File: config.mk
export PLATFORM = sky130hd
export DESIGN_NAME = dac_chain_host
export DESIGN_NICKNAME = d
export VERILOG_FILES = /design/src/rtl/dch_pkg.sv /design/src/rtl/dch_timer.sv /design/src/rtl/dch_frame_stack.sv /design/src/rtl/dch_echo_chk.sv /design/src/rtl/dac_chain_host.sv
export SDC_FILE = /design/constraint.sdc
export NUM_CORES = 1
export LEC_CHECK = 0
export BUFFER_PORTS_ARGS = -buffer_cell sky130_fd_sc_hd__buf_2
export CAP_MARGIN = 20
export CORE_UTILIZATION = 55
export DETAILED_ROUTE_END_ITERATION = 6
export PLACE_DENSITY = 0.81
export SYNTH_ARGS = -nofsm -noshare
export SYNTH_HDL_FRONTEND = slang
export SYNTH_SLANG_ARGS = --single-unit
File: constraint.sdc
create_clock -name clk -period 2.76 [get_ports clk]
set_clock_uncertainty 0.2 [all_clocks]
set_input_delay 0 -clock clk [delete_from_list [all_inputs] [get_ports clk]]
set_output_delay 0 -clock clk [all_outputs]
set_load 0.02 [all_outputs]
File: src/rtl/dch_pkg.sv
package dch_pkg;

    typedef enum logic [2:0] {
        ST_COLLECT,
        ST_SETUP,
        ST_HIGH,
        ST_LOW,
        ST_HOLD,
        ST_GAP
    } dch_state_e;

    // Bits needed to index n items (at least one).
    function automatic int dch_bits(input int n);
        return (n > 1) ? $clog2(n) : 1;
    endfunction

endpackage

File: src/rtl/dch_timer.sv
module dch_timer #(
    parameter int W = 2
) (
    input  logic         clk,
    input  logic         rst_n,
    input  logic         load,
    input  logic [W-1:0] val,
    output logic         done
);
    logic [W-1:0] cnt;

    always_ff @(posedge clk or negedge rst_n) begin
        if (!rst_n) begin
            cnt <= '0;
        end else if (load) begin
            cnt <= val;
        end else if (cnt != '0) begin
            cnt <= cnt - 1'b1;
        end
    end

    assign done = (cnt == '0);
endmodule

File: src/rtl/dch_frame_stack.sv
module dch_frame_stack #(
    parameter int MAX_DEV = 8,
    parameter int CODE_W  = 10,
    parameter int PAD_HI  = 4,
    parameter int PAD_LO  = 2
) (
    input  logic                                       clk,
    input  logic                                       rst_n,
    input  logic                                       push,
    input  logic [CODE_W-1:0]                          code,
    input  logic                                       shift,
    output logic [MAX_DEV*(PAD_HI+CODE_W+PAD_LO)-1:0]  stream,
    output logic                                       msb
);
    localparam int FRAME_W  = PAD_HI + CODE_W + PAD_LO;
    localparam int STREAM_W = MAX_DEV * FRAME_W;

    logic [FRAME_W-1:0]  frame;
    logic [STREAM_W-1:0] sr;

    assign frame = {{PAD_HI{1'b0}}, code, {PAD_LO{1'b0}}};

    // New frames enter at the top, so the newest (farthest) leaves first.
    generate
        if (MAX_DEV == 1) begin : g_single
            always_ff @(posedge clk or negedge rst_n) begin
                if (!rst_n) begin
                    sr <= '0;
                end else if (push) begin
                    sr <= frame;
                end else if (shift) begin
                    sr <= {sr[STREAM_W-2:0], 1'b0};
                end
            end
        end else begin : g_multi
            always_ff @(posedge clk or negedge rst_n) begin
                if (!rst_n) begin
                    sr <= '0;
                end else if (push) begin
                    sr <= {frame, sr[STREAM_W-1:FRAME_W]};
                end else if (shift) begin
                    sr <= {sr[STREAM_W-2:0], 1'b0};
                end
            end
        end
    endgenerate

    assign stream = sr;
    assign msb    = sr[STREAM_W-1];
endmodule

File: src/rtl/dch_echo_chk.sv
module dch_echo_chk #(
    parameter int STREAM_W = 128,
    parameter int NW       = 3
) (
    input  logic                clk,
    input  logic                rst_n,
    input  logic                capture,
    input  logic                sample,
    input  logic [STREAM_W-1:0] stream,
    input  logic [NW-1:0]       len_m1,
    input  logic                rb_en,
    input  logic                dout,
    output logic                err
);
    logic [STREAM_W-1:0] prev_sr;
    logic [STREAM_W-1:0] cmp_sr;
    logic                prev_vld;
    logic [NW-1:0]       prev_len;
    logic                chk_on;
    logic                chk_now;

    assign chk_now = rb_en && prev_vld && (prev_len == len_m1);

    always_ff @(posedge clk or negedge rst_n) begin
        if (!rst_n) begin
            prev_sr  <= '0;
            cmp_sr   <= '0;
            prev_vld <= 1'b0;
            prev_len <= '0;
            chk_on   <= 1'b0;
            err      <= 1'b0;
        end else if (capture) begin
            // First rising edge of a window: swap in the new stream.
            prev_sr  <= stream;
            prev_vld <= 1'b1;
            prev_len <= len_m1;
            chk_on   <= chk_now;
            cmp_sr   <= {prev_sr[STREAM_W-2:0], 1'b0};
            if (chk_now && (dout != prev_sr[STREAM_W-1])) begin
                err <= 1'b1;
            end
        end else if (sample) begin
            cmp_sr <= {cmp_sr[STREAM_W-2:0], 1'b0};
            if (chk_on && (dout != cmp_sr[STREAM_W-1])) begin
                err <= 1'b1;
            end
        end
    end
endmodule

File: src/rtl/dac_chain_host.sv
module dac_chain_host
    import dch_pkg::*;
#(
    parameter int MAX_DEV = 8,
    parameter int CODE_W  = 10,
    parameter int PAD_HI  = 4,
    parameter int PAD_LO  = 2,
    parameter int DIV     = 3,
    parameter int GAP_CYC = 2
) (
    input  logic                          clk,
    input  logic                          rst_n,
    input  logic [dch_bits(MAX_DEV)-1:0]  chain_len_m1,
    input  logic                          rb_en,
    input  logic                          in_valid,
    input  logic [CODE_W-1:0]             in_code,
    output logic                          in_ready,
    output logic                          cs_n,
    output logic                          sclk,
    output logic                          din,
    input  logic                          dout,
    output logic                          rb_err
);
    localparam int NW       = dch_bits(MAX_DEV);
    localparam int FRAME_W  = PAD_HI + CODE_W + PAD_LO;
    localparam int STREAM_W = MAX_DEV * FRAME_W;
    localparam int BCW      = dch_bits(STREAM_W);
    localparam int TMAX     = (DIV > GAP_CYC) ? DIV : GAP_CYC;
    localparam int TW       = dch_bits(TMAX + 1);

    dch_state_e state, state_nxt;

    logic [NW-1:0]       cnt;
    logic [NW-1:0]       n_lat;
    logic [NW-1:0]       n_eff;
    logic [BCW-1:0]      bits_left;
    logic                push;
    logic                last_code;
    logic                tmr_load;
    logic [TW-1:0]       tmr_val;
    logic                tmr_done;
    logic                stk_shift;
    logic                first_rise;
    logic                next_rise;
    logic [STREAM_W-1:0] stream;
    logic                stk_msb;
    logic                cs_n_q, sclk_q, ready_q;

    assign n_eff      = (cnt == '0) ? chain_len_m1 : n_lat;
    assign push       = in_valid && ready_q;
    assign last_code  = push && (cnt == n_eff);
    assign tmr_load   = (state_nxt != state);
    assign tmr_val    = (state_nxt == ST_GAP) ? TW'(GAP_CYC - 1) : TW'(DIV - 1);
    assign stk_shift  = (state == ST_HIGH) && (state_nxt == ST_LOW);
    assign first_rise = (state == ST_SETUP) && (state_nxt == ST_HIGH);
    assign next_rise  = (state == ST_LOW) && (state_nxt == ST_HIGH);

    dch_timer #(.W(TW)) u_tmr (
        .clk   (clk),
        .rst_n (rst_n),
        .load  (tmr_load),
        .val   (tmr_val),
        .done  (tmr_done)
    );

    dch_frame_stack #(
        .MAX_DEV (MAX_DEV),
        .CODE_W  (CODE_W),
        .PAD_HI  (PAD_HI),
        .PAD_LO  (PAD_LO)
    ) u_stack (
        .clk    (clk),
        .rst_n  (rst_n),
        .push   (push),
        .code   (in_code),
        .shift  (stk_shift),
        .stream (stream),
        .msb    (stk_msb)
    );

    dch_echo_chk #(
        .STREAM_W (STREAM_W),
        .NW       (NW)
    ) u_echo (
        .clk     (clk),
        .rst_n   (rst_n),
        .capture (first_rise),
        .sample  (next_rise),
        .stream  (stream),
        .len_m1  (n_lat),
        .rb_en   (rb_en),
        .dout    (dout),
        .err     (rb_err)
    );

    // State register
    always_ff @(posedge clk or negedge rst_n) begin
        if (!rst_n) begin
            state <= ST_COLLECT;
        end else begin
            state <= state_nxt;
        end
    end

    // Next-state decode
    always_comb begin
        state_nxt = state;
        unique case (state)
            ST_COLLECT: if (last_code) state_nxt = ST_SETUP;
            ST_SETUP:   if (tmr_done)  state_nxt = ST_HIGH;
            ST_HIGH:    if (tmr_done)  state_nxt = (bits_left == '0) ? ST_HOLD : ST_LOW;
            ST_LOW:     if (tmr_done)  state_nxt = ST_HIGH;
            ST_HOLD:    if (tmr_done)  state_nxt = ST_GAP;
            ST_GAP:     if (tmr_done)  state_nxt = ST_COLLECT;
            default:                   state_nxt = ST_COLLECT;
        endcase
    end

    // Batch and bit counters
    always_ff @(posedge clk or negedge rst_n) begin
        if (!rst_n) begin
            cnt       <= '0;
            n_lat     <= '0;
            bits_left <= '0;
        end else begin
            if (push) begin
                cnt <= last_code ? '0 : cnt + 1'b1;
                if (cnt == '0) begin
                    n_lat <= chain_len_m1;
                end
            end
            if (last_code) begin
                bits_left <= BCW'((int'(n_eff) + 1) * FRAME_W - 1);
            end else if (stk_shift) begin
                bits_left <= bits_left - 1'b1;
            end
        end
    end

    // Registered link outputs, decoded from the next state
    always_ff @(posedge clk or negedge rst_n) begin
        if (!rst_n) begin
            cs_n_q  <= 1'b1;
            sclk_q  <= 1'b0;
            ready_q <= 1'b1;
        end else begin
            cs_n_q  <= (state_nxt == ST_COLLECT) || (state_nxt == ST_GAP);
            sclk_q  <= (state_nxt == ST_HIGH);
            ready_q <= (state_nxt == ST_COLLECT);
        end
    end

    assign cs_n     = cs_n_q;
    assign sclk     = sclk_q;
    assign in_ready = ready_q;
    assign din      = stk_msb;
endmodule

==> reports/qor.txt, run 1 <==
Worst Path Class, Setup: reg2reg
Syn Inst Count: 1661
worst skew pair latency: 530 ps
number of port buffers: 22
Critical Path RT: 3000 ps
largest net degree at the start of global routing: 146
detailed placer's ending HPWL: 21100 µm
Tcrit/Tclk final: 93.8%
Layout Area Growth over Synthesis: 12.7%
Initial Utilization: 56.0%
FF-to-FF Start: cnt[0]
Vias/cell: 5.91
worst vdd ir: 0.491 mV
Max Cap Viol: 0
net switching power: 2.49 mW
Max Root-Sink Buffers: 3
Routed WL per cell: 17.8 µm
DRT Wirelength: 37500 µm
max-slew violations: 0
RSZ-0062 raised after global routing: no
Hold Vio Cnt, Final: 0
register area share after synthesis: 57.9%
H-tree levels: 2
post-layout minimum cycle time: 2590 ps
static leakage: 8.91 nW
Rows: 65
Die Y: 181 µm
crit path DAT: 2830 ps
DR iter-0 viols: 968
antenna violations before repair: 0
Least-Margin Pin Slew: 916 ps
hold-critical path depth: 3
Die X: 181 µm
Max Clk Rate: 386 MHz
Max-slew headroom: 38.9%
DRC: 0
gr ovfl total: 0
total iterations of the first detailed-routing run: 5
Netlist cell types: 47
Hold WC Path Type: in2reg
CP Capture Type: flip-flop
Slowest cell on crit path: dfrtp_1
Reg clk slew, reported paths: 70 ps
Yosys reg bits: 410
most frequent cell after synthesis: dfrtp_1
worst setup margin: 171 ps
vias in the first global route: 12900
Syn. warnings: 0
Finished Cell Area: 20000 µm²
post-synth top area share: 57.6%
R2R depth: 8
R2R Path End: state[0]
setup bufs post-CTS: 0
Avg Cell Area, Syn: 10.7 µm²
Post-DRT Antenna Nets: 0
Placer Congestion: 0.775
Bufs and invs on worst path: 2
async set-reset flop share out of synthesis: 100%
internal power: 9.48 mW
Final Setup Violations: 0
clock network fraction of design power: 47.6%
detailed-route via count: 12400
crit-path max cell delay: 450 ps
PD cells: 599 nW/µm²
GRT Resource Usage Total: 23.7%
area of the die: 32900 µm²
TritonCTS buffer count: 41
min-delay src: chain_len_m1[0]
Endpoint, Worst Hold: n_lat[0]
Clock Tree Root: clkbuf_16
dpl ws: 241 ps
Clock Sinks: 410
top cells by area, synth: dfrtp_1 (58%), mux2_2 (8.8%), nand2_1 (8.4%)
fraction of layout cells with a size suffix above 1: 16.1%
n_diodes: 0
syn nets: 1683
synth cell count leaders: dfrtp_1 (408), nand2_1 (398), mux2_2 (138)
CTS tree: done
worst-path maximum fanout: 10
TNS Setup: 0 ps
status: complete, no violations
family with the most delay on the worst path: compound AO/OA/AOI/OAI gates
# placed instances: 1998
Setup crit start kind: flip-flop
Post-Layout Cell Count: 2101
Final nets: 1690
Sw Ratio: 20.8%
Area after DPL: 18300 µm²
cell area after synthesis: 17700 µm²
Comb power frac: 1.8%
Synth area leader: dfrtp_1
first-pass GRT wire length: 64200 µm
R2R Setup Slk: 170 ps
Reg power frac: 50.6%
Top FF cell, synth: dfrtp_1
CP Cell Sequence: inv_1 -> ha_1 -> nor2b_1 -> buf_4 -> mux2_4 -> a211oi_4 -> nand2_4 -> o31ai_1
area of the core: 31600 µm²
EDFF count, synth: 0
Boundary Pins: 23
[cells by family (layout without fill, tap and decap cells)]
family | Yosys count | after routing | synth area share [%]
compound gates | 285 | 285 | 9.29
xor+xnor | 11 | 11 | 0.586
fa+ha+maj | 4 | 4 | 0.283
buf+inv | 127 | 165 | 3.40
flops | 410 | 410 | 57.9
mux | 272 | 272 | 16.4
simple gates | 552 | 552 | 12.1
[tightest hold or removal path, delay by kind of cell]
family / cells / cell delay, ps
mux: 1 / 140
buf+inv: 2 / 660
[power by group through the flow]
stage	clock network [mW]	logic (mW)	registers (mW)
after floorplan	0	0.0376	6.16
after global placement	0	0.195	6.16
after detailed placement	0	0.201	6.16
after CTS	5.79	0.221	6.05
after global routing	6.05	0.249	6.05
final	5.70	0.216	6.05
[layout make-up]
type / instances / area [µm²]
Clock buffer: 60 / 1230
Sequential cell: 410 / 10300
Fill cell: 2303 / 11700
Timing Repair Buffer: 82 / 881
Clock inverter: 14 / 165
Tap cell: 402 / 503
Inverter: 9 / 33.8
Multi-Input combinational cell: 1124 / 6890
[cell usage in the layout, fill, tap and decap left out, drive strengths merged, types with 3 or more instances in the layout]
master and n:
dfrtp 408, nand2 399, mux2 139, mux2i 133, o21ai 133, nor2 131
a31oi 122, clkbuf 60, buf 53, dlygate4sd3 29, a21oi 15, inv 10
clkinv 8, xnor2 6, xor2 5, nand3 5, ha 4, o31ai 3
bufinv 3
[registers in the layout, summed over array words and instances (netlist names), 2 cells and up]
name / flops
cnt: 3
u_stack.stream: 128
state: 3
bits_left: 7
u_echo.prev_len: 3
n_lat: 3
u_echo.prev_sr: 128
u_tmr.cnt: 2
u_echo.cmp_sr: 127
[metal layers]
layer,global-route usage (%),part of all wire [%]
met1,31.1,43
met2,40.3,50
met3,3.47,4.1
met4,8.58,2.8
met5,0,0
[worst max path at each step]
stage | startpoint | cells past startpoint | endpoint
2_1_floorplan | cnt[0] | 8 | cnt[0]
3_3_place_gp | bits_left[0] | 7 | u_stack.stream[24]
3_5_place_dp | bits_left[0] | 7 | u_stack.stream[19]
4_1_cts | bits_left[0] | 7 | u_stack.stream[112]
5_1_grt | cnt[0] | 8 | u_tmr.cnt[1]
6_report | cnt[0] | 8 | state[0]
[what timing repair did]
item	in CTS	in global routing
gates resized for setup	0	0
hold buffers	29	0
endpoints found under the hold margin	480	0
[metrics by stage]
stage | total power [mW] | util (%) | hold slack [ps]
finish | 12.0 | 63.1 | 92.9
global route | 12.3 | 63.1 | 65.0
global placement | 6.35 | 57.8 | -166
floorplan | 6.19 | - | -496
detailed placement | 6.36 | 57.8 | -166
CTS | 12.1 | 63.1 | 47.0
No activity file was read; power rests on OpenSTA's default activity.
==> run 2, diff against run 1 <==
--- a/config.mk
+++ b/config.mk
@@ -10,6 +10,7 @@
 export CORE_UTILIZATION = 55
 export DETAILED_ROUTE_END_ITERATION = 6
 export PLACE_DENSITY = 0.81
+export RECOVER_POWER = 25
 export SYNTH_ARGS = -nofsm -noshare
 export SYNTH_HDL_FRONTEND = slang
 export SYNTH_SLANG_ARGS = --single-unit
==> run 2 against run 1 <==
  * Worst hold slack about the same
  * Largest cell class unchanged
  * Critical path depth decreased by 1
  * Sequential power about the same
  * Design area is 0.19% lower
==> reports/qor.txt, run 2 (synthesis gave the netlist of run 1 again) <==
Finished Cell Area: 19900 µm²
Die Y: 181 µm
Max Cap Viol: 0
CTS tree: done
area of the die: 32900 µm²
Final Setup Violations: 0
TritonCTS buffer count: 41
worst skew pair latency: 530 ps
Placer Congestion: 0.775
static leakage: 8.88 nW
Tcrit/Tclk final: 93.6%
Hold WC Path Type: in2reg
Routed WL per cell: 17.8 µm
detailed-route via count: 12400
post-layout minimum cycle time: 2580 ps
R2R Setup Slk: 180 ps
total iterations of the first detailed-routing run: 5
Layout Area Growth over Synthesis: 12.5%
crit path DAT: 2830 ps
DR iter-0 viols: 1020
PD cells: 599 nW/µm²
DRC: 0
Initial Utilization: 56.0%
Boundary Pins: 23
GRT Resource Usage Total: 23.7%
TNS Setup: 0 ps
Critical Path RT: 3000 ps
number of port buffers: 22
Final nets: 1690
gr ovfl total: 0
Least-Margin Pin Slew: 1120 ps
status: complete, no violations
family with the most delay on the worst path: compound AO/OA/AOI/OAI gates
Post-Layout Cell Count: 2101
Max Root-Sink Buffers: 3
Slowest cell on crit path: or4b_4
fraction of layout cells with a size suffix above 1: 15.8%
R2R depth: 7
total chip power: 11.9 mW
DRT Wirelength: 37300 µm
Die X: 181 µm
detailed placer's ending HPWL: 21100 µm
vias in the first global route: 12900
Clock Sinks: 410
RSZ-0062 raised after global routing: no
Post-DRT Antenna Nets: 0
Clock Tree Root: clkbuf_16
antenna violations before repair: 0
worst-path maximum fanout: 27
crit-path max cell delay: 510 ps
worst vdd ir: 0.490 mV
setup bufs post-CTS: 0
CP Cell Sequence: inv_1 -> ha_1 -> or4b_4 -> o21ai_4 -> buf_12 -> nand2_1 -> a31oi_1
n_diodes: 0
commonest non-fill, non-tap cell in the layout: dfrtp_1
CP Capture Type: flip-flop
Area after DPL: 18300 µm²
Setup crit start kind: flip-flop
Rows: 65
max-slew violations: 0
first-pass GRT wire length: 64200 µm
cts-stage hold buffer count: 29
Endpoint, Worst Hold: n_lat[0]
cts repair resizes: 0
Reg clk slew, reported paths: 70 ps
Bufs and invs on worst path: 2
FF-to-FF Start: bits_left[0]
R2R Path End: u_stack.stream[117]
largest net degree at the start of global routing: 146
Hold Vio Cnt, Final: 0
area of the core: 31600 µm²
H-tree levels: 2
min-delay src: chain_len_m1[0]
commonest non-fill, non-tap cells in the layout: dfrtp_1 (407), nand2_1 (397), mux2_2 (138)
Max Clk Rate: 387 MHz
hold-critical path depth: 3
Max-slew headroom: 25.4%
Worst Path Class, Setup: reg2reg
Vias/cell: 5.89
# placed instances: 1998
run 2: through the flow:
| stage | utilization, % | setup WS (ps) | hold slack [ps] |
|---|---|---|---|
| floorplan | - | 447 | -496 |
| global placement | 57.8 | 340 | -166 |
| detailed placement | 57.8 | 241 | -166 |
| CTS | 63.1 | 223 | 47.0 |
| global route | 63.0 | 26.8 | 65.0 |
| finish | 63.0 | 177 | 93.2 |
run 2: final cells by class:
class / count / area (µm²)
clock inverters: 14 / 165
fillers: 2309 / 11700
clock buffers: 60 / 1230
flip-flops and latches: 410 / 10300
multi-input cells: 1124 / 6890
inverters: 9 / 33.8
well taps: 402 / 503
repair buffers: 82 / 843
run 2: report_power, final:
group	leakage (nW)	switching (mW)	total (mW)	internal, mW
combinational	3.76	0.148	0.210	0.0623
sequential	4.43	0.0179	6.05	6.03
clock	0.686	2.31	5.69	3.38
total	8.88	2.48	11.9	9.47
run 2: routing by layer:
metal | up-vias | global-route usage (%) | share of wire [%]
li1 | 5701 | - | -
met1 | 6290 | 31.1 | 43
met2 | 303 | 40.3 | 50
met3 | 79 | 3.47 | 4.2
met4 | 0 | 8.58 | 2.7
met5 | - | 0 | 0
run 2: worst reg2reg max path, stage by stage, from the launching register on:
cell	delay, ps
dfrtp_1	410
inv_1	90
ha_1	220
or4b_4	510
o21ai_4	480
buf_12	260
nand2_1	120
a31oi_1	220
run 2: worst max path at each step:
stage | to | from | slack [ps] | cells after the start
2_1_floorplan | cnt[0] | cnt[0] | 450 | 8
3_3_place_gp | u_stack.stream[24] | bits_left[0] | 340 | 7
3_5_place_dp | u_stack.stream[19] | bits_left[0] | 240 | 7
4_1_cts | u_stack.stream[112] | bits_left[0] | 220 | 7
5_1_grt | u_tmr.cnt[1] | cnt[0] | 30 | 8
6_report | u_stack.stream[117] | bits_left[0] | 180 | 7
==> run 3, diff against run 2 <==
--- a/config.mk
+++ b/config.mk
@@ -7,7 +7,9 @@
 export LEC_CHECK = 0
 export BUFFER_PORTS_ARGS = -buffer_cell sky130_fd_sc_hd__buf_2
 export CAP_MARGIN = 20
+export CORE_MARGIN = 8
 export CORE_UTILIZATION = 55
+export CTS_BUF_LIST = sky130_fd_sc_hd__clkbuf_8
 export DETAILED_ROUTE_END_ITERATION = 6
 export PLACE_DENSITY = 0.81
 export RECOVER_POWER = 25
==> run 3 against run 2 <==
  * Non-clock buffer count is 10 lower
  * Register-to-register slack improved by 60 ps
  * Clock-buffer cell count increased by 21
  * Via count is 0.72% lower
  * Highest routed layer unchanged
==> reports/qor.txt, run 3 (synthesis gave the netlist of run 1 again) <==
Reg area: 10300 µm²
min-delay src: in_code[5]
H-tree levels: 3
max-slew violations: 0
Hold WC Path Type: in2reg
commonest non-fill, non-tap cells in the layout: dfrtp_1 (407), nand2_1 (397), mux2_2 (138)
Critical Path Start: bits_left[0]
status: complete, no violations
Routed WL per cell: 17.2 µm
CP Capture Type: flip-flop
number of port buffers: 22
Rows: 65
area of the die: 38200 µm²
gr ovfl total: 0
antenna violations before repair: 1
Clock Sinks: 410
vias in the first global route: 12700
Least-Margin Pin Slew: 1060 ps
fraction of layout cells with a size suffix above 1: 16.9%
Die Y: 195 µm
Max Root-Sink Buffers: 3
worst skew pair latency: 580 ps
TNS Setup: 0 ps
n_diodes: 0
Setup crit start kind: flip-flop
hold_ws: 38.6 ps
detailed placer's ending HPWL: 21200 µm
area of the multi-input gates: 6890 µm²
Vias/cell: 5.76
Max-slew headroom: 29.1%
PD cells: 576 nW/µm²
Die X: 195 µm
DRC: 0
Placer Congestion: 0.789
cts repair resizes: 0
RSZ-0062 raised after global routing: no
worst vdd ir: 0.406 mV
Worst Path Class, Setup: reg2reg
Boundary Pins: 23
fillers: 2405
Tcrit/Tclk final: 91.4%
DRT Wirelength: 36800 µm
Post-DRT Antenna Nets: 0
first-pass GRT wire length: 62600 µm
Layout Area Growth over Synthesis: 11.4%
Post-Layout Cell Count: 2132
area of the core: 31600 µm²
commonest non-fill, non-tap cell in the layout: dfrtp_1
static leakage: 8.86 nW
Critical Path RT: 3030 ps
Layout Utilization: 62.4%
total iterations of the first detailed-routing run: 5
# placed instances: 1997
Initial Utilization: 56.0%
FF-to-FF Start: bits_left[0]
DR iter-0 viols: 964
detailed-route via count: 12300
Reg clk slew, reported paths: 60 ps
GRT Resource Usage Total: 19.4%
Final nets: 1706
post-layout minimum cycle time: 2520 ps
Final Setup Violations: 0
Max Clk Rate: 397 MHz
Hold Vio Cnt, Final: 0
CTS tree: done
crit path DAT: 2800 ps
Max Cap Viol: 0
largest net degree at the start of global routing: 126
worst-path maximum fanout: 15
Clock Tree Root: clkbuf_8
TritonCTS buffer count: 67
==> run 3: changes by cell type in the layout (fill, tap and decap cells not counted), moves of 2 or more <==
cell and delta:
bufinv_16 -2, inv_1 +24, clkinv_2 -4, clkbuf_16 -42
clkbuf_8 +70, clkbuf_1 -7, dlygate4sd3_1 -9, clkinvlp_4 +3
clkbuf_4 +2
==> run 3: worst paths after layout <==
| kind | end | depth (start not counted) | slack [ps] |
|---|---|---|---|
| max | u_stack.stream[31] | 7 | 240 |
| min | u_stack.stream[119] | 4 | 40 |
| max reg2reg | u_stack.stream[31] | 7 | 240 |
| min reg2reg | u_echo.prev_vld | 1 | 270 |
| max in group asynchronous | state[1] | 4 | 410 |
| min in group asynchronous | u_echo.cmp_sr[13] | 3 | 520 |
==> run 3: cell type report <==
type                            count  area share (%)
Sequential cell                   410            52.0
Multi-Input combinational cell   1124            34.9
Clock buffer                       81            5.65
Timing Repair Buffer               72            3.77
Tap cell                          402            2.55
Clock inverter                     34           0.932
Inverter                            9           0.171
==> run 3: timing repair <==
| action | in CTS | in global routing |
|---|---|---|
| buffers inserted | 0 | 0 |
| hold buffers | 20 | 0 |
| hold endpoints to repair | 460 | 0 |
==> run 3: metal layers <==
| layer | vias to the layer above | track usage [%] | share of wire [%] |
|---|---|---|---|
| li1 | 5737 | - | - |
| met2 | 283 | 31.8 | 49 |
| met3 | 73 | 3.56 | 3.8 |
| met5 | - | 0 | 0 |
| met1 | 6191 | 25.4 | 45 |
| met4 | 0 | 7.33 | 2.6 |
==> run 3: per-stage QoR <==
stage | cell area (µm²) | setup slack, ps | total power, mW
after floorplan | 17700 | 447 | 6.19
after global placement | 18300 | 384 | 6.35
after detailed placement | 18300 | 273 | 6.36
after CTS | 19800 | 249 | 11.5
after global routing | 19700 | 40.2 | 11.8
final | 19700 | 238 | 11.4
==> run 3: worst max-delay path, cell delays in order (launching register included) <==
cell,delay [ps]
dfrtp_1,400
inv_1,90
ha_1,230
or4b_4,510
o21ai_4,400
buf_4,310
nand2_1,80
a31oi_1,190
==> run 3: where the power goes <==
part / total, mW / leakage (nW) / internal (mW) / switching, mW
clock network: 5.11 / 0.743 / 2.75 / 2.36
logic: 0.208 / 3.69 / 0.0620 / 0.146
registers: 6.05 / 4.43 / 6.03 / 0.0181
